$ cat config.mk
export PLATFORM = sky130hd
export DESIGN_NAME = line_debounce
export DESIGN_NICKNAME = d
export VERILOG_FILES = /design/src/rtl/ldb_pkg.sv /design/src/rtl/ldb_sync.sv /design/src/rtl/ldb_timebase.sv /design/src/rtl/ldb_cell.sv /design/src/rtl/line_debounce.sv
export SDC_FILE = /design/constraint.sdc
export NUM_CORES = 1
export LEC_CHECK = 0
export ABC_AREA = 1
export BUFFER_PORTS_ARGS = -buffer_cell sky130_fd_sc_hd__buf_2
export CORE_MARGIN = 2
export CORE_UTILIZATION = 61
export CTS_CLUSTER_SIZE = 40
export DETAILED_ROUTE_END_ITERATION = 16
export PLACE_DENSITY = 0.91
export SYNTH_ARGS = -nofsm -noshare
export SYNTH_HDL_FRONTEND = slang
export SYNTH_SLANG_ARGS = --single-unit
$ cat constraint.sdc
create_clock -name clk -period 2.4 [get_ports clk]
set_input_delay 0.48 -clock clk [delete_from_list [all_inputs] [get_ports clk]]
set_output_delay 0.48 -clock clk [all_outputs]
set_load 0.005 [all_outputs]
$ cat src/rtl/ldb_pkg.sv
package ldb_pkg;
  typedef enum logic { GRP_HOOK = 1'b0, GRP_IO = 1'b1 } grp_e;

  localparam int CODE_W    = 4;
  localparam int CNT_W     = 7;
  localparam int HK_SAMPLES = 16;
  localparam int IO_BASE    = 5;
  localparam int IO_STEP    = 4;
  localparam int IO_DIV     = 4;   // coarse tick = IO_DIV fine ticks

  function automatic logic [CNT_W-1:0] io_need_m1(input logic [CODE_W-1:0] code);
    return CNT_W'(IO_BASE - 1) + CNT_W'(code) * CNT_W'(IO_STEP);
  endfunction
endpackage

$ cat src/rtl/ldb_sync.sv
module ldb_sync #(
  parameter int W = 1
) (
  input  logic         clk,
  input  logic         rst_n,
  input  logic [W-1:0] d,
  output logic [W-1:0] q
);
  logic [W-1:0] meta;

  always_ff @(posedge clk or negedge rst_n) begin
    if (!rst_n) begin
      meta <= '0;
      q    <= '0;
    end else begin
      meta <= d;
      q    <= meta;
    end
  end
endmodule

$ cat src/rtl/ldb_timebase.sv
module ldb_timebase #(
  parameter int TICK_CYC = 2048,
  parameter int SUB_DIV  = 4
) (
  input  logic clk,
  input  logic rst_n,
  output logic tick_fine,
  output logic tick_coarse
);
  localparam int PW = (TICK_CYC > 1) ? $clog2(TICK_CYC) : 1;
  localparam int SW = (SUB_DIV > 1) ? $clog2(SUB_DIV) : 1;

  logic [PW-1:0] pre;
  logic [SW-1:0] sub;

  assign tick_fine   = (pre == PW'(TICK_CYC - 1));
  assign tick_coarse = tick_fine && (sub == SW'(SUB_DIV - 1));

  always_ff @(posedge clk or negedge rst_n) begin
    if (!rst_n) begin
      pre <= '0;
      sub <= '0;
    end else begin
      pre <= tick_fine ? '0 : pre + 1'b1;
      if (tick_fine)
        sub <= (sub == SW'(SUB_DIV - 1)) ? '0 : sub + 1'b1;
    end
  end
endmodule

$ cat src/rtl/ldb_cell.sv
module ldb_cell
  import ldb_pkg::*;
(
  input  logic             clk,
  input  logic             rst_n,
  input  logic             clr,
  input  logic             bypass,
  input  logic             smp,
  input  logic             din,
  input  logic [CNT_W-1:0] need_m1,
  output logic             lvl,
  output logic             chg
);
  logic [CNT_W-1:0] cnt;

  always_ff @(posedge clk or negedge rst_n) begin
    if (!rst_n) begin
      cnt <= '0;
      lvl <= 1'b0;
      chg <= 1'b0;
    end else begin
      chg <= 1'b0;
      if (clr) begin
        cnt <= '0;
      end else if (bypass) begin
        cnt <= '0;
        lvl <= din;
      end else if (smp) begin
        if (din == lvl) begin
          cnt <= '0;
        end else if (cnt >= need_m1) begin
          cnt <= '0;
          lvl <= din;
          chg <= 1'b1;
        end else begin
          cnt <= cnt + 1'b1;
        end
      end
    end
  end
endmodule

$ cat src/rtl/line_debounce.sv
module line_debounce
  import ldb_pkg::*;
#(
  parameter int CLK_HZ = 16_384_000,
  parameter int NHK    = 2,
  parameter int NIO    = 4
) (
  input  logic           clk,
  input  logic           rst_n,
  input  logic           cfg_we,
  input  logic           cfg_sel,
  input  logic [3:0]     cfg_code,
  input  logic [NHK-1:0] hk_raw,
  input  logic [NIO-1:0] io_raw,
  input  logic [NIO-1:0] io_is_input,
  output logic [NHK-1:0] hk_level,
  output logic [NHK-1:0] hk_chg,
  output logic [NIO-1:0] io_level,
  output logic [NIO-1:0] io_chg
);
  localparam int TICK_CYC = CLK_HZ / 8000;

  logic [CODE_W-1:0] hk_code, io_code, ivl_cnt;
  logic              tick_fine, tick_coarse, hk_smp, clr_hk, clr_io;
  logic [NHK-1:0]    hk_s;
  logic [NIO-1:0]    io_s;
  logic [CNT_W-1:0]  hk_need_m1, io_need;

  assign clr_hk     = cfg_we && (grp_e'(cfg_sel) == GRP_HOOK);
  assign clr_io     = cfg_we && (grp_e'(cfg_sel) == GRP_IO);
  assign hk_smp     = tick_fine && (ivl_cnt == hk_code);
  assign hk_need_m1 = CNT_W'(HK_SAMPLES - 1);
  assign io_need    = io_need_m1(io_code);

  always_ff @(posedge clk or negedge rst_n) begin
    if (!rst_n) begin
      hk_code <= '0;
      io_code <= '0;
      ivl_cnt <= '0;
    end else begin
      if (clr_hk) hk_code <= cfg_code;
      if (clr_io) io_code <= cfg_code;
      if (clr_hk || hk_smp) ivl_cnt <= '0;
      else if (tick_fine)   ivl_cnt <= ivl_cnt + 1'b1;
    end
  end

  ldb_timebase #(.TICK_CYC(TICK_CYC), .SUB_DIV(IO_DIV)) u_tb (
    .clk(clk), .rst_n(rst_n), .tick_fine(tick_fine), .tick_coarse(tick_coarse)
  );

  ldb_sync #(.W(NHK)) u_sync_hk (.clk(clk), .rst_n(rst_n), .d(hk_raw), .q(hk_s));
  ldb_sync #(.W(NIO)) u_sync_io (.clk(clk), .rst_n(rst_n), .d(io_raw), .q(io_s));

  for (genvar i = 0; i < NHK; i++) begin : g_hk
    ldb_cell u_cell (
      .clk(clk), .rst_n(rst_n), .clr(clr_hk), .bypass(1'b0), .smp(hk_smp),
      .din(hk_s[i]), .need_m1(hk_need_m1), .lvl(hk_level[i]), .chg(hk_chg[i])
    );
  end

  for (genvar j = 0; j < NIO; j++) begin : g_io
    ldb_cell u_cell (
      .clk(clk), .rst_n(rst_n), .clr(clr_io), .bypass(!io_is_input[j]),
      .smp(tick_coarse), .din(io_s[j]), .need_m1(io_need),
      .lvl(io_level[j]), .chg(io_chg[j])
    );
  end
endmodule

==> results.md, run 1 <==
- Outcome: completed
- Synth top area share: 45.1%
- Worst Path Max Fanout: 7
- 1st-iter DRT viols: 366
- Global-route wire length before repair: 17.7 mm
- Critical path class: reg2reg
- Full die area: 9020 sq um
- Relative slew slack: 63.8%
- Design Area, Final: between 5000 and 6000 sq um
- Peak supply drop: 0.000380 V
- Most instantiated cells after synthesis: nand2_1 (152), dfrtp_1 (91), inv_1 (85)
- RR Startpoint: io_code[0]
- CTS buffer count: 9
- Hpwl dp: roughly 7.5 mm
- Routed vias: approximately 4100
- Fillers: roughly 590
- Most common flop cell mapped by yosys: dfrtp_1
- Area of the multi-input gates: 2310 sq um
- CTS H-Tree Depth: 3
- Worst-path cell chain: ha_1, inv_1, ha_1, nand2_1, nand2_1, nor2_1, nand2_1, nand3_1, nand3_1, nand3_1, nand2_1, nand2_1
- Setup slack, reg-to-reg: between 0.3 and 0.4 ns
- Setup TNS: 0 ns
- CP max stage delay: 0.45 ns
- Vias per inst: 5.44
- WP data required: 2.71 ns
- Number of global-route vias before repair: 3970
- Post-Route WL: 10.3 mm
- Synthesized area per cell: 8.22 sq um
- Hold WC Path Type: in2async
- Buf/Inv on CP: 1
- Antenna-violating nets left: 0
- CP top delay family: simple AND/OR/NAND/NOR gates
- Hold buffers post-CTS: 0
- WL met1: roughly 4.4 mm
- Register area: 2280 sq um
- Clock skew: 0.0150 ns
- Synth cell types: 37
- Sink Count: 91
- Worst setup EP type: register
- Final setup vio count: 0
- Post-route minimum period: slightly above 2 ns
- Final Slew Violations: 0
- Number of max-cap violations: 0
- Initial Util: between 60% and 70%
- Die Wd: ~95 um
- Die Height: approximately 95 um
- CTS tree: built
- Cell Rows: 33
- Crit path depth: 12
- Worst path slowest cell: dfrtp_1
- Mapped cell area: 5050 sq um
- CP dominant cell by count: nand2_1
- Root buffer cell: clkbuf_8
- Clock-pin slew on the worst setup and hold paths: between 0.1 and 0.15 ns
- Fraction of layout cells with a size suffix above 1: between 10% and 20%
- Tcrit/Tclk final: 85.8%
- Congestion Overflow GR: 0
- Largest area contributor in the netlist: dfrtp_1
- CP startpoint kind: register
- Ys async rst share: 100%
- #FFs+latches synth: 91
- Worst-skew pair later-pin latency: 0.37 ns
- Final core utilization: between 60% and 70%
- Reg2reg end: g_io[1].u_cell.lvl
- CP endpoint: g_io[1].u_cell.lvl
- Setup crit start: io_code[0]
- EDFF count, synth: 0
- RSZ-0062 raised after global routing: no
- PostCTS Resize Cnt: 0
- Tot Pwr: 3150 uW
- Seq/Total Area, Yosys: 45.1%
- Area Overhead vs Synth: 7.74%
- Core area: about 8000 sq um
- Synth area leaders: dfrtp_1 (45%), nand2_1 (11%), ha_1 (6.4%)
- Antenna cells: 0
- Synth warn: 0
- Residual DRC: 0
- Post-place instance area: 5230 sq um
- Final #Nets: 682
- Wire length on met2: 5.32 mm
- Worst EP arrival: 2.37 ns
- Number of port buffers: 29
- PwrDens: 580 nW/um^2
- Antenna violations before repair: 0
- Met3 wire length: slightly above 400 um
- Max layer used: met4
- I/O pins: 30
- Final hold vios: 0
- Gp weighted congestion: 0.883
- Gr usage total: ~25%
- Syn nets: 658
- Leakage power: 0.00282 uW
- Largest net degree at the start of global routing: 51
- Most common cell in the netlist: nand2_1
- DR pass1 iterations: 5
- Postcts setup bufs: 0
- Cells after Synth: 614
- Worst-Margin Slew: roughly 0.54 ns
- Clk buf depth: 2
- Max Fclk: 0.486 GHz
- WL/cell: between 10 and 15 um
- R2R cell count: 12
## through the flow
stage               worst slack, ns  hold WS (ns)  instances
floorplan                     0.655         0.184        614
global placement              0.518         0.335        732
detailed placement            0.420         0.336        732
CTS                           0.376        0.0983        748
global route                  0.151         0.106        748
finish                        0.340        0.0739        748
## cell families (layout without fill, tap and decap cells)
family                     Yosys count  in the layout  share of synthesized area [%]
and+or+nand+nor                    296            296                           26.7
DFF                                 91             91                           45.1
buffers and inverters              106            135                           9.05
muxes                                1              1                          0.198
xor gates and xnor gates            34             34                           5.90
adders and majority gates           26             26                           6.45
AOI/OAI and AO/OA                   60             60                           6.60
## cell type report
class                           instances  share of cell area [%]
Inverter                               88                    6.17
Sequential cell                        91                    41.9
Timing Repair Buffer                   31                    3.22
Multi-Input combinational cell        417                    42.5
Clock buffer                            9                    2.28
Clock inverter                          7                    1.50
Tap cell                              105                    2.42
## sequential cells by signal (all words and copies together) (netlist names)
register         cells
io_code              4
g_io.u_cell.lvl      4
g_hk.u_cell.cnt     14
g_io.u_cell.chg      4
g_hk.u_cell.lvl      2
u_sync_hk.q          2
g_io.u_cell.cnt     28
u_tb.sub             2
u_sync_io.meta       4
u_sync_hk.meta       2
u_sync_io.q          4
u_tb.pre            11
ivl_cnt              4
hk_code              4
g_hk.u_cell.chg      2
## cells in the final DEF (no fill, tap or decap), types with 5 or more instances in the layout
cell and count:
nor2_1 44, clkbuf_8 9, xnor2_1 10, nor3_1 5
dfrtp_1 91, nand2_1 152, a21oi_1 16, inv_1 85
buf_2 28, nand4_1 15, nor2_2 5, o21ai_0 27
nand3_1 50, o21ai_1 11, ha_1 26, xor2_1 24
## worst min-delay path by stage
stage	from	cells after the start	to	slack, ns
after CTS	rst_n	1	g_io[3].u_cell.lvl	0.1
after global placement	u_sync_io.meta[3]	0	u_sync_io.q[3]	0.34
after detailed placement	u_sync_hk.meta[1]	0	u_sync_hk.q[1]	0.34
after global routing	rst_n	1	g_io[3].u_cell.lvl	0.11
after floorplan	rst_n	0	g_hk[0].u_cell.chg	0.18
final	rst_n	1	g_io[3].u_cell.lvl	0.07
## report_power, final
part,total [uW],internal [uW],switching [uW],leakage (uW)
Clock,1050,416,639,0.000103
Sequential,1650,1590,60.1,0.00121
Combinational,453,149,304,0.00151
## per-layer routing
metal	vias up	global-route usage (%)
li1	1993	-
met1	1952	31.0
met2	103	43.0
met3	23	4.23
met4	0	7.97
met5	-	0
(Power assumes the default switching activity.)
==> inputs of run 2 (changes only) <==
--- a/config.mk
+++ b/config.mk
@@ -8,10 +8,11 @@
 export ABC_AREA = 1
 export BUFFER_PORTS_ARGS = -buffer_cell sky130_fd_sc_hd__buf_2
 export CORE_MARGIN = 2
-export CORE_UTILIZATION = 61
+export CORE_UTILIZATION = 45
 export CTS_CLUSTER_SIZE = 40
 export DETAILED_ROUTE_END_ITERATION = 16
-export PLACE_DENSITY = 0.91
+export PLACE_DENSITY = 0.73
+export SLEW_MARGIN = 20
 export SYNTH_ARGS = -nofsm -noshare
 export SYNTH_HDL_FRONTEND = slang
 export SYNTH_SLANG_ARGS = --single-unit
==> run 2 against run 1 <==
Maximum frequency grew 2.3%; clock-buffer cell count unchanged; highest routed layer unchanged; final cell count increased by 4.5%; wire length is 2.6% lower; sequential cell count stayed put; die area is 34% higher; sequential share of layout area shrank 0.096 points; critical endpoint unchanged; sequential power about the same; via count fell by 2.6%.
==> results.md, run 2 (synthesized netlist as in run 1, its figures left out) <==
- DR pass1 iterations: 4 (was 5)
- Leakage power: 0.00281 uW (was 0.00282 uW)
- CP startpoint kind: register (unchanged)
- I/O pins: 30 (unchanged)
- Post-route minimum period: 2.01 ns (was 2.06 ns)
- Antenna violations before repair: 0 (unchanged)
- Relative slew slack: 59.0% (was 63.8%)
- Crit path depth: 11 (was 12)
- Number of global-route vias before repair: 3900 (was 3970)
- CP max stage delay: 0.44 ns (was 0.45 ns)
- Fillers: 1008 (was 592)
- CTS H-Tree Depth: 3 (unchanged)
- Buf/Inv on CP: 1 (unchanged)
- Gp weighted congestion: 0.888 (was 0.883)
- Max Fclk: 0.497 GHz (was 0.486 GHz)
- Final std cells w/o fill: 782 (was 748)
- Vias per inst: 5.07 (was 5.44)
- Critical path class: reg2reg (unchanged)
- WP data required: 2.67 ns (was 2.71 ns)
- Post-Route WL: 10.1 mm (was 10.3 mm)
- Final core utilization: 50.0% (was 66.8%)
- CP dominant cell by count: nand2_1 (unchanged)
- CTS buffer count: 9 (unchanged)
- PostCTS Resize Cnt: 0 (unchanged)
- Number of port buffers: 29 (unchanged)
- Max reg flops: 28 (unchanged)
- Initial Util: 46.3% (was 62.0%)
- Final hold vios: 0 (unchanged)
- WL/cell: 12.9 um (was 13.8 um)
- Worst-Margin Slew: 0.615 ns (was 0.543 ns)
- Hold WC Path Type: in2async (unchanged)
- Worst-path cell chain: ha_1, inv_1, ha_1, nand2_1, nand2_1, nor2_1, nand2_1, nand3_1, nand3_1, nand4_1, nand2_1 (was ha_1, inv_1, ha_1, nand2_1, nand2_1, nor2_1, nand2_1, nand3_1, nand3_1, nand3_1, nand2_1, nand2_1)
- Clk buf depth: 2 (unchanged)
- Area of the multi-input gates: 2310 sq um (unchanged)
- CP top delay family: simple AND/OR/NAND/NOR gates (unchanged)
- Largest net degree at the start of global routing: 48 (was 51)
- Worst Path Max Fanout: 7 (unchanged)
- Clock-pin slew on the worst setup and hold paths: 0.09 ns (was 0.11 ns)
- Post-place instance area: 5280 sq um (was 5230 sq um)
- Root buffer cell: clkbuf_8 (unchanged)
- Clock skew: 0.0170 ns (was 0.0150 ns)
- Antenna-violating nets left: 0 (unchanged)
- Peak supply drop: 0.000425 V (was 0.000380 V)
- Most frequent cells in the layout: nand2_1 (152), dfrtp_1 (91), inv_1 (85) (unchanged)
- Worst-skew pair later-pin latency: 0.38 ns (was 0.37 ns)
- Congestion Overflow GR: 0 (unchanged)
- Biggest regs: g_io.u_cell.cnt x28, g_hk.u_cell.cnt x14, u_tb.pre x11 (unchanged)
- Most common cell after layout, fill and taps aside: nand2_1 (unchanged)
- Final Slew Violations: 0 (unchanged)
- Final #Nets: 682 (unchanged)
- Hold buffers post-CTS: 0 (unchanged)
- Outcome: completed (unchanged)
- Core area: 10900 sq um (was 8130 sq um)
- Die Height: 110 um (was 95.0 um)
- Die Wd: 110 um (was 95.0 um)
- CTS tree: built (unchanged)
- Hpwl dp: 7.43 mm (was 7.49 mm)
- Worst EP arrival: 2.29 ns (was 2.37 ns)
- Full die area: 12100 sq um (was 9020 sq um)
- Residual DRC: 0 (unchanged)
- Register area: 2280 sq um (unchanged)
- Routed vias: 3965 (was 4071)
- Sink Count: 91 (unchanged)
- Postcts setup bufs: 0 (unchanged)
- Worst setup EP type: register (unchanged)
- Top reg by flops: g_io.u_cell.cnt (unchanged)
- Global-route wire length before repair: 17.4 mm (was 17.7 mm)
- Setup TNS: 0 ns (unchanged)
- Design Area, Final: 5450 sq um (was 5440 sq um)
- Final setup vio count: 0 (unchanged)
- R2R cell count: 11 (was 12)
- PwrDens: 563 nW/um^2 (was 580 nW/um^2)
- Worst path slowest cell: dfrtp_1 (unchanged)
- RSZ-0062 raised after global routing: no (unchanged)
- Cell Rows: 38 (was 33)
- Placed cells: 767 (was 732)
- Gr usage total: 18.4% (was 24.6%)
- Antenna cells: 0 (unchanged)
- Number of max-cap violations: 0 (unchanged)
- Worst setup margin: 0.386 ns (was 0.340 ns)
- Pre-CTS setup slack: 0.405 ns (was 0.420 ns)
- Fraction of layout cells with a size suffix above 1: 10.7% (was 10.9%)
- Area Overhead vs Synth: 7.98% (was 7.74%)
- Tcrit/Tclk final: 83.9% (was 85.8%)
- 1st-iter DRT viols: 278 (was 366)
-- run 2: changes by cell type in the layout (fill, tap and decap cells not counted), sizes merged --
cell,before,now
clkinvlp,0,1
clkinv,5,3
-- run 2: report_power, final --
part | switching [uW] | total [uW] | internal, uW
registers | 57.0 | 1640 | 1590
clock network | 589 | 974 | 385
logic | 302 | 450 | 148
-- run 2: path summary, 6_finish.rpt --
| kind | startpoint | end | slack, ns |
|---|---|---|---|
| max | io_code[0] | g_io[1].u_cell.lvl | 0.39 |
| min | rst_n | g_io[3].u_cell.lvl | 0.1 |
| max reg2reg | io_code[0] | g_io[1].u_cell.lvl | 0.39 |
| min reg2reg | u_sync_io.meta[3] | u_sync_io.q[3] | 0.36 |
| max in group asynchronous | rst_n | g_hk[0].u_cell.lvl | 1.65 |
| min in group clk | hk_raw[1] | u_sync_hk.meta[1] | 0.20 |
-- run 2: layer usage --
metal | track usage, % | part of all wire [%] | vias up
li1 | - | - | 1986
met1 | 23.3 | 45 | 1874
met2 | 29.8 | 48 | 78
met3 | 4.45 | 4.5 | 27
met4 | 8.23 | 2.3 | 0
met5 | 0 | 0 | -
-- run 2: area by class of cell --
cell class	count	area share [%]
multi-input cells	417	42.4
flip-flops and latches	91	41.8
clock buffers	9	2.27
well taps	140	3.21
clock inverters	6	0.918
repair buffers	31	3.21
inverters	88	6.15
-- run 2: stage by stage --
stage / hold slack, ns / power (uW)
CTS: 0.115 / 3100
floorplan: 0.184 / 1980
global placement: 0.333 / 2110
detailed placement: 0.346 / 2130
finish: 0.0969 / 3070
global route: 0.127 / 3250
